==> src/rtl/ftu_pkg.sv <==
package ftu_pkg;
  // serial clock periods per bit cell
  localparam int CLK_PER_BIT = 2;

  function automatic int frame_len(input int channels, input int bits);
    return CLK_PER_BIT * bits * channels;
  endfunction

  function automatic int gap_limit(input int frame, input int win);
    return frame - 1 + win;
  endfunction

  function automatic int pos_chan(input int p, input int bits);
    return p / (CLK_PER_BIT * bits);
  endfunction

  function automatic int pos_bit(input int p, input int bits);
    return (p / CLK_PER_BIT) % bits;
  endfunction

  function automatic bit pos_is_sample(input int p);
    return (p % CLK_PER_BIT) == (CLK_PER_BIT - 1);
  endfunction

  // run_m1 is run length minus one
  function automatic bit run_is_short(input int run_m1, input int lim);
    return run_m1 < lim;
  endfunction
endpackage

==> src/rtl/ftu_pulse_det.sv <==
module ftu_pulse_det #(
  parameter int PW_MAX = 4
) (
  input  logic clk,
  input  logic rst_n,
  input  logic fsync_in,
  output logic mark,
  output logic mark_pol
);
  localparam int RUN_W = $clog2(PW_MAX + 1);

  logic             fs_q, fs_d, prev_long;
  logic [RUN_W-1:0] run_len;
  logic             edge_seen, ended_short;

  assign edge_seen   = fs_q ^ fs_d;
  assign ended_short = ftu_pkg::run_is_short(int'(run_len), PW_MAX);

  always_ff @(posedge clk) begin
    if (!rst_n) begin
      fs_q      <= 1'b0;
      fs_d      <= 1'b0;
      prev_long <= 1'b0;
      run_len   <= '0;
    end else begin
      fs_q <= fsync_in;
      fs_d <= fs_q;
      if (edge_seen) begin
        run_len   <= '0;
        prev_long <= !ended_short;
      end else if (run_len != RUN_W'(PW_MAX)) begin
        run_len <= run_len + 1'b1;
      end
    end
  end

  // short excursion that followed a long idle run
  assign mark     = edge_seen && ended_short && prev_long;
  assign mark_pol = fs_d;
endmodule

==> src/rtl/ftu_frame_ctr.sv <==
module ftu_frame_ctr #(
  parameter int FRAME = 512
) (
  input  logic                     clk,
  input  logic                     rst_n,
  input  logic                     mark,
  output logic [$clog2(FRAME)-1:0] pos,
  output logic                     at_end
);
  localparam int POS_W = $clog2(FRAME);

  assign at_end = (pos == POS_W'(FRAME - 1));

  always_ff @(posedge clk) begin
    if (!rst_n)      pos <= '0;
    else if (mark)   pos <= '0;
    else if (at_end) pos <= '0;
    else             pos <= pos + 1'b1;
  end
endmodule

==> src/rtl/ftu_lock_fsm.sv <==
module ftu_lock_fsm #(
  parameter int FRAME    = 512,
  parameter int LOSS_WIN = 512
) (
  input  logic clk,
  input  logic rst_n,
  input  logic mark,
  input  logic mark_pol,
  input  logic at_end,
  output logic locked,
  output logic fmt_hi,
  output logic lose_evt
);
  localparam int LIMIT = ftu_pkg::gap_limit(FRAME, LOSS_WIN);
  localparam int GAP_W = $clog2(LIMIT + 1);

  logic [GAP_W-1:0] gap;
  logic             cand_pol, cand_valid, timeout, agree;

  assign timeout  = (gap == GAP_W'(LIMIT));
  assign lose_evt = timeout && !mark;
  assign agree    = cand_valid && (mark_pol == cand_pol) && at_end;

  always_ff @(posedge clk) begin
    if (!rst_n) begin
      gap        <= '0;
      locked     <= 1'b0;
      fmt_hi     <= 1'b0;
      cand_pol   <= 1'b0;
      cand_valid <= 1'b0;
    end else begin
      if (mark)          gap <= '0;
      else if (!timeout) gap <= gap + 1'b1;

      if (mark) begin
        if (agree) begin
          locked <= 1'b1;
          fmt_hi <= mark_pol;
        end else begin
          locked <= 1'b0;
        end
        cand_pol   <= mark_pol;
        cand_valid <= 1'b1;
      end else if (timeout) begin
        locked     <= 1'b0;
        cand_valid <= 1'b0;
      end
    end
  end
endmodule

==> src/rtl/frame_timing_unit.sv <==
module frame_timing_unit #(
  parameter int CHANNELS = 32,
  parameter int BITS     = 8,
  parameter int PW_MAX   = 4,
  parameter int LOSS_WIN = 512
) (
  input  logic                        clk,
  input  logic                        rst_n,
  input  logic                        fsync_in,
  output logic                        locked,
  output logic                        fmt_hi,
  output logic [$clog2(CHANNELS)-1:0] chan,
  output logic [$clog2(BITS)-1:0]     bit_idx,
  output logic                        bnd_en,
  output logic                        smp_en,
  output logic                        bnd_fall,
  output logic                        smp_fall,
  output logic                        sof
);
  localparam int FRAME = ftu_pkg::frame_len(CHANNELS, BITS);
  localparam int POS_W = $clog2(FRAME);
  localparam int CH_W  = $clog2(CHANNELS);
  localparam int BIT_W = $clog2(BITS);

  logic             det_mark, det_pol, lose_evt, at_end, ph_sample;
  logic [POS_W-1:0] pos;

  ftu_pulse_det #(.PW_MAX(PW_MAX)) u_det (
    .clk(clk), .rst_n(rst_n), .fsync_in(fsync_in),
    .mark(det_mark), .mark_pol(det_pol)
  );

  ftu_frame_ctr #(.FRAME(FRAME)) u_ctr (
    .clk(clk), .rst_n(rst_n), .mark(det_mark), .pos(pos), .at_end(at_end)
  );

  ftu_lock_fsm #(.FRAME(FRAME), .LOSS_WIN(LOSS_WIN)) u_lock (
    .clk(clk), .rst_n(rst_n), .mark(det_mark), .mark_pol(det_pol),
    .at_end(at_end), .locked(locked), .fmt_hi(fmt_hi), .lose_evt(lose_evt)
  );

  assign ph_sample = ftu_pkg::pos_is_sample(int'(pos));
  assign chan      = CH_W'(ftu_pkg::pos_chan(int'(pos), BITS));
  assign bit_idx   = BIT_W'(ftu_pkg::pos_bit(int'(pos), BITS));
  assign bnd_en    = locked && !ph_sample;
  assign smp_en    = locked && ph_sample;
  assign sof       = locked && (pos == '0);
  assign bnd_fall  = locked && !fmt_hi;
  assign smp_fall  = locked && fmt_hi;
endmodule


==> config.mk <==
export PLATFORM = sky130hd
export DESIGN_NAME = frame_timing_unit
export DESIGN_NICKNAME = d
export VERILOG_FILES = /design/src/rtl/ftu_pkg.sv /design/src/rtl/ftu_pulse_det.sv /design/src/rtl/ftu_frame_ctr.sv /design/src/rtl/ftu_lock_fsm.sv /design/src/rtl/frame_timing_unit.sv
export SDC_FILE = /design/constraint.sdc
export NUM_CORES = 1
export LEC_CHECK = 0
export CAP_MARGIN = 20
export CELL_PAD_IN_SITES_DETAIL_PLACEMENT = 0
export CELL_PAD_IN_SITES_GLOBAL_PLACEMENT = 1
export CORE_MARGIN = 2
export CORE_UTILIZATION = 30
export CTS_CLUSTER_DIAMETER = 50
export DETAILED_ROUTE_END_ITERATION = 6
export DONT_BUFFER_PORTS = 1
export HOLD_SLACK_MARGIN = 0.02
export PLACE_DENSITY_LB_ADDON = 0.1
export SLEW_MARGIN = 20
export SYNTH_ARGS = -nofsm -noshare
export SYNTH_HDL_FRONTEND = slang
export SYNTH_SLANG_ARGS = --single-unit
export TNS_END_PERCENT = 5
==> constraint.sdc <==
create_clock -name clk -period 2.4 [get_ports clk]
set_input_delay 0 -clock clk [delete_from_list [all_inputs] [get_ports clk]]
set_output_delay 0 -clock clk [all_outputs]
set_load 0.02 [all_outputs]
==> run summary, run 1 <==
ROUTING
-----------------------------------------------------------------------------------------------
Via density per instance                                                                   4.83
Drt wl/cell                                                                             12.0 µm
Initial DRC Count                                                                            48
Post-route ant nets                                                                           0
Detailed-route via count                                                                   1014
Residual DRC count                                                                            0
1st-pass router iterations                                                                    4
Detailed Route WL                                                                       2530 µm

CLOCK TREE
-----------------------------------------------------------------------------------------------
H-tree level count                                                                            2
Setup Fix Bufs, Post-CTS                                                                      0
Clock latency on the worst-skew pair                                                    0.27 ns
Clock input transition at the sequential cells of the worst setup and hold paths        0.06 ns
Max clock buf depth                                                                           2
Cts bufs inserted                                                                             5
Clock root cell                                                                        clkbuf_8
TritonCTS clock tree                                                                      built
Number of sinks on the clock net                                                             29

SYNTH
-----------------------------------------------------------------------------------------------
Post-synth net total                                                                        158
Post-synthesis instance area                                                           1330 µm²
Sequential share of the synthesized area                                                  43.7%
Number of flip-flops and latches in the synthesized netlist                                  29
Yosys warnings                                                                                0
Synthesized instance count                                                                  149
Post-synthesis cell type count                                                               31
Post-synthesis area per instance                                                       8.92 µm²

POWER
-----------------------------------------------------------------------------------------------
Clk network pwr share                                                                     43.4%
Switching portion of total power                                                          22.6%
Ratio of total power to cell area                                                    665 nW/µm²
Register share of total power                                                             50.9%
Switching power of the nets                                                              228 µW
Worst VDD drop                                                                         0.272 mV
Internal power                                                                           780 µW
Total Power Consumption                                                                 1010 µW
Relative contribution of combinational cells to total power                                5.7%
Leakage                                                                             0.000577 µW

GLOBAL ROUTING
-----------------------------------------------------------------------------------------------
Wire length of the first global-routing pass                                            4690 µm
Met1 GRT Util                                                                             14.7%
Total gr overflow                                                                             0
Gr usage total                                                                            11.9%
Top Usage Layer GRT                                                                        met2
Vias in the first global route                                                             1003
Met2 demand-to-capacity share in global routing                                           18.6%
Largest net degree at the start of global routing                                            12
Global routing met3 resource utilization                                                  4.70%
Number of antenna violations at the first check in global routing                             0

PLACED DESIGN
-----------------------------------------------------------------------------------------------
HPWL after detailed placement                                                           1850 µm
Cell total after placement                                                                  200
Global placement routability congestion                                                   0.724
Number of I/O port buffers                                                                    0

WORST SETUP PATH
-----------------------------------------------------------------------------------------------
Arrival time at the worst endpoint                                                      2.25 ns
Standard cell with the maximum stage delay on the critical path                         dfxtp_1
Cell family contributing the most delay on the critical path                       simple AND/OR/NAND/NOR gates
Worst setup SP type                                                                    register
Buffers and inverters on the worst path                                                       0
Worst path max stage delay                                                              0.50 ns
WP data required                                                                        2.57 ns
Largest fanout on the critical path                                                           5
Kind of capture point of the worst setup path                                          register
Most common cell on crit path                                                              ha_1
Critical path cell sequence                                                        ha_1, nand3_1, nor2_1, and3_1, ha_1, nand2_1, nor4_4, mux2i_1, nor2b_1
Crit path kind                                                                     register to register

FLOORPLAN
-----------------------------------------------------------------------------------------------
Starting density of the core                                                              30.7%
Top-level port count                                                                         18
Die outline area                                                                       4980 µm²
Die extent in y                                                                         70.6 µm
DIE WIDTH                                                                               70.6 µm
Area of the core                                                                       4320 µm²
Count of standard-cell rows                                                                  24

CELLS AND AREA
-----------------------------------------------------------------------------------------------
Area overhead of the layout relative to synthesis                                         14.1%
Most frequent standard cell in the layout excluding fill and tap cells                  dfxtp_1
Commonest cells after routing, fill and taps aside                                 dfxtp_1 (29), nor2_1 (19), nand2_1 (11)
Number of diodes                                                                              0
Net count of the finished layout                                                            166
Ratio of cells with drive above 1 in the final layout                                     8.23%
Finished Layout Cells                                                                       210
Count of fill cells added during filler insertion                                           481

TIMING
-----------------------------------------------------------------------------------------------
Worst setup skew after layout                                                        0.00346 ns
Final hold slack                                                                       0.179 ns
Final sum of negative setup slack                                                          0 ns
Worst slew slack as a fraction of its limit                                               45.6%
Highest attainable clock frequency                                                      482 MHz
Number of hold violations in the final report                                                 0
Portion of the clock cycle consumed by the worst path in the final layout                 86.5%
Number of setup violations in the final report                                                0
Post-route minimum period                                                               2.08 ns
Max-slew violations                                                                           0
Slew @ Worst Pin                                                                       0.811 ns
Setup repair after global routing missed its margin                                       false

OUTCOME
-----------------------------------------------------------------------------------------------
Outcome                                                                            complete, no violations

JOB
-----------------------------------------------------------------------------------------------
Number of max-capacitance violations reported                                                 0

WORST HOLD PATH
-----------------------------------------------------------------------------------------------
Class of the worst hold path                                                       input port to register

## synth_stat cells
master / count / area share, %
a21oi_1: 7 / 2.6
a211oi_1: 2 / 1.1
clkbuf_1: 1 / 0.28
and3_1: 4 / 1.9
a21boi_0: 1 / 0.57
nand2b_1: 1 / 0.47
o21ai_0: 1 / 0.38
buf_2: 2 / 0.75
nor4_1: 1 / 0.47
nor4_4: 1 / 1.6
mux2i_1: 5 / 3.8
xor2_1: 4 / 2.6
nand2_1: 11 / 3.1
nand3_2: 1 / 0.75
and4_1: 2 / 1.3
nor3_1: 8 / 3.0
nand4_1: 3 / 1.4
nand3_1: 7 / 2.6
nand3b_1: 1 / 0.57
and2_1: 5 / 2.4
inv_1: 6 / 1.7
xnor2_1: 6 / 4.0
a31oi_1: 2 / 0.94
o21ai_1: 1 / 0.38
xnor2_2: 1 / 1.2
nor4b_1: 1 / 0.66
nor2_1: 19 / 5.4
or2_1: 2 / 0.94
ha_1: 6 / 5.6
dfxtp_1: 29 / 44
nor2b_1: 8 / 3.8
## kinds of logic after synthesis
logic type,share of synthesized area [%]
compound gates,6.03
xor+xnor,7.82
fa+ha+maj,5.65
buf+inv,2.73
flops,43.7
mux,3.77
simple gates,30.3
## final cells by class
| type | count | area, µm² | area share, % |
|---|---|---|---|
| Sequential cell | 29 | 581 | 38.3 |
| Inverter | 6 | 22.5 | 1.49 |
| Clock inverter | 1 | 5.00 | 0.330 |
| Multi-Input combinational cell | 111 | 712 | 46.9 |
| Clock buffer | 7 | 96.3 | 6.35 |
| Tap cell | 52 | 65.1 | 4.29 |
| Timing Repair Buffer | 4 | 35.0 | 2.31 |
## stage by stage
stage	setup WS, ns	cell area, µm²	utilization, %
2_1_floorplan	0.448	1330	-
3_3_place_gp	0.317	1400	32.3
3_5_place_dp	0.288	1400	32.3
4_1_cts	0.282	1520	35.1
5_1_grt	0.136	1520	35.1
6_report	0.324	1520	35.1
## state kept, by name, indices dropped and copies added (netlist names)
name               count
u_ctr.pos              9
u_det.fs_q             1
u_lock.cand_valid      1
u_lock.locked          1
u_det.run_len          3
u_det.prev_long        1
u_det.mark_pol         1
u_lock.gap            10
u_lock.cand_pol        1
u_lock.fmt_hi          1
## path summary, 6_finish.rpt
path                                                      from                        endpoint  slack, ns  depth (start not counted)
worst max-delay path                   u_ctr.pos[1]$_SDFF_PP0_      u_lock.fmt_hi$_SDFFE_PN0P_       0.32                          9
worst min-delay path                                     rst_n      u_lock.gap[1]$_SDFFE_PP0P_       0.18                          2
worst min register to register  u_lock.cand_valid$_SDFFE_PN0P_  u_lock.cand_valid$_SDFFE_PN0P_       0.47                          2
worst max register to register         u_ctr.pos[1]$_SDFF_PP0_      u_lock.fmt_hi$_SDFFE_PN0P_       0.32                          9
## power groups by stage
stage	clock [µW]	combinational [µW]	sequential, µW
after floorplan	0	43.3	523
after global placement	0	53.4	523
after detailed placement	0	55.1	525
after CTS	457	59.3	514
after global routing	483	68.4	516
final	438	57.3	514
## per-layer routing
| layer | wire length (µm) | vias to the layer above | part of all wire (%) |
|---|---|---|---|
| met4 | 47 | 0 | 1.9 |
| met1 | 1180 | 467 | 47 |
| met5 | 0 | - | 0 |
| met2 | 1160 | 17 | 46 |
| li1 | - | 525 | - |
| met3 | 140 | 5 | 5.5 |
## what timing repair did
item / in CTS / in global routing
hold endpoints to repair: 10 / 0
hold buffers: 2 / 0
setup endpoints to repair: 0 / 0
gates resized for setup: 0 / 0
No activity file was read; power rests on OpenSTA's default activity.
==> run 2, diff against run 1 <==
==> constraint.sdc (replaced) <==
create_clock -name clk -period 2.2 [get_ports clk]
set_input_delay 0 -clock clk [delete_from_list [all_inputs] [get_ports clk]]
set_output_delay 0 -clock clk [all_outputs]
set_load 0.02 [all_outputs]
==> run 2 against run 1 <==
  * Via count is 0.59% higher
  * Die area stayed put
  * Global-route usage is 0.49 points lower
  * Critical path type unchanged
  * Final cell count is 1.4% higher
  * Combinational power is 27% higher
  * Sequential share of layout area is 0.38 points lower
  * Hold slack worse by 0.11 ns
==> run summary, run 2 (synthesis results as in run 1) <==
OUTCOME
-----------------------------------------------------------------------------------------------
Outcome                                                                            complete, no violations

FLOORPLAN
-----------------------------------------------------------------------------------------------
DIE WIDTH                                                                               70.6 µm
Die outline area                                                                       4980 µm²
Starting density of the core                                                              30.7%
Die extent in y                                                                         70.6 µm
Count of standard-cell rows                                                                  24
Area of the core                                                                       4320 µm²
Top-level port count                                                                         18

PLACED DESIGN
-----------------------------------------------------------------------------------------------
Post-place setup slack                                                                 0.205 ns
HPWL after detailed placement                                                           1790 µm
Global placement routability congestion                                                   0.739
Standard cell area after detailed placement                                            1430 µm²
Number of I/O port buffers                                                                    0
Cell total after placement                                                                  204

CELLS AND AREA
-----------------------------------------------------------------------------------------------
Area overhead of the layout relative to synthesis                                         15.3%
Ratio of cells with drive above 1 in the final layout                                     9.32%
Biggest registers after layout                                                     u_lock.gap (10), u_ctr.pos (9), u_det.run_len (3)
Most frequent standard cell in the layout excluding fill and tap cells                  dfxtp_1
Flip-flop count of the largest register, all copies and words added                          10
Register containing the most flip-flops in the final layout                          u_lock.gap
Finished Layout Cells                                                                       213
Commonest cells after routing, fill and taps aside                                 dfxtp_1 (29), nor2_1 (19), nand2_1 (11)
Number of diodes                                                                              0
Cell area after layout                                                                 1530 µm²
Net count of the finished layout                                                            170

CLOCK TREE
-----------------------------------------------------------------------------------------------
H-tree level count                                                                            2
Clock latency on the worst-skew pair                                                    0.27 ns
Clock root cell                                                                        clkbuf_8
Cts bufs inserted                                                                             5
Clock input transition at the sequential cells of the worst setup and hold paths        0.06 ns
Setup Fix Bufs, Post-CTS                                                                      0
TritonCTS clock tree                                                                      built
Max clock buf depth                                                                           2
Number of sinks on the clock net                                                             29

WORST SETUP PATH
-----------------------------------------------------------------------------------------------
Kind of capture point of the worst setup path                                          register
Largest fanout on the critical path                                                           7
Buffers and inverters on the worst path                                                       0
Critical path startpoint                                                           u_ctr.pos[0]$_SDFF_PP0_
WP data required                                                                        2.36 ns
Most common cell on crit path                                                              ha_1
Crit path kind                                                                     register to register
Arrival time at the worst endpoint                                                      2.14 ns
Worst reg2reg path endpoint                                                        u_lock.fmt_hi$_SDFFE_PN0P_
Cell family contributing the most delay on the critical path                       simple AND/OR/NAND/NOR gates
Critical R2R Launch                                                                u_ctr.pos[0]$_SDFF_PP0_
Critical path cell sequence                                                        ha_1, nand3_1, nor2_1, and3_1, ha_1, nand2_1, nor4_4, mux2i_1, nor2b_1
Standard cell with the maximum stage delay on the critical path                         dfxtp_1
Worst Reg2Reg Path Length in Cells                                                            9
Worst setup SP type                                                                    register
R2R Setup Slk                                                                           0.22 ns
Worst path max stage delay                                                              0.43 ns

WORST HOLD PATH
-----------------------------------------------------------------------------------------------
Class of the worst hold path                                                       input port to register
Min-Delay Path Depth                                                                          3
End point of the worst hold path                                                   u_lock.gap[7]$_SDFFE_PP0P_
Min-delay src                                                                             rst_n

TIMING
-----------------------------------------------------------------------------------------------
Worst setup skew after layout                                                        0.00195 ns
Worst slew slack as a fraction of its limit                                               73.6%
Final setup margin                                                                     0.221 ns
Portion of the clock cycle consumed by the worst path in the final layout                 90.0%
Post-route minimum period                                                               1.98 ns
Setup repair after global routing missed its margin                                       false
Max-slew violations                                                                           0
Number of hold violations in the final report                                                 0
Highest attainable clock frequency                                                      505 MHz
Final hold slack                                                                      0.0732 ns
Number of setup violations in the final report                                                0
Slew @ Worst Pin                                                                       0.396 ns
Final sum of negative setup slack                                                          0 ns

ROUTING
-----------------------------------------------------------------------------------------------
Detailed Route WL                                                                       2480 µm
Residual DRC count                                                                            0
Post-route ant nets                                                                           0
Via density per instance                                                                   4.79
Drt wl/cell                                                                             11.7 µm
Initial DRC Count                                                                            22
Detailed-route via count                                                                   1020
1st-pass router iterations                                                                    4

GLOBAL ROUTING
-----------------------------------------------------------------------------------------------
Number of antenna violations at the first check in global routing                             0
Gr usage total                                                                            11.4%
Total gr overflow                                                                             0
Largest net degree at the start of global routing                                            12
Vias in the first global route                                                             1016
Wire length of the first global-routing pass                                            4440 µm

POWER
-----------------------------------------------------------------------------------------------
Switching power of the nets                                                              235 µW
Worst VDD drop                                                                         0.291 mV
Internal power                                                                           821 µW
Register share of total power                                                             52.7%
Ratio of total power to cell area                                                    689 nW/µm²
Relative contribution of combinational cells to total power                                6.9%
Switching portion of total power                                                          22.3%
Leakage                                                                             0.000588 µW
Clk network pwr share                                                                     40.4%

JOB
-----------------------------------------------------------------------------------------------
Number of max-capacitance violations reported                                                 0

[run 2: cell count changes in the layout (fill, tap and decap cells not counted), sizes merged]
cell and change:
buf +4, clkinv -1
[run 2: worst max path at each step]
stage	end	cells after the start
final	u_lock.fmt_hi$_SDFFE_PN0P_	9
after global placement	u_lock.fmt_hi$_SDFFE_PN0P_	9
after floorplan	u_lock.fmt_hi$_SDFFE_PN0P_	9
after global routing	u_lock.fmt_hi$_SDFFE_PN0P_	9
after CTS	u_lock.fmt_hi$_SDFFE_PN0P_	9
after detailed placement	u_lock.fmt_hi$_SDFFE_PN0P_	9
[run 2: worst min-delay path: stages]
cell and delay, ns:
o21ai_1 0.05, buf_4 0.19, a21oi_1 0.05
[run 2: cell type report]
class	count	area (µm²)
fill	490	2790
timing repair buffer	8	65.1
sequential	29	581
clock buffer	7	86.3
multi-input combinational	111	712
tap	52	65.1
inverter	6	22.5
[run 2: power groups by stage]
stage	sequential [µW]	clock (µW)	combinational (µW)
finish	556	426	73.0
global route	558	479	86.2
CTS	556	451	74.4
detailed placement	568	0	70.2
global placement	567	0	67.9
floorplan	571	0	47.3
[run 2: repair_timing]
item / CTS / global route
endpoints found under the hold margin: 10 / 0
hold buffers: 2 / 0
gates resized for setup: 0 / 0
[run 2: through the flow]
stage                     utilization, %  total power, µW
after floorplan                        -              618
after global placement              33.0              634
after detailed placement            33.0              638
after CTS                           35.4             1080
after global routing                35.4             1120
final                               35.4             1060
[run 2: layer usage]
metal	global-route usage (%)	part of all wire [%]
met4	5.03	2.1
met3	4.56	5.5
met5	0	0
met2	17.8	43
met1	14.0	49
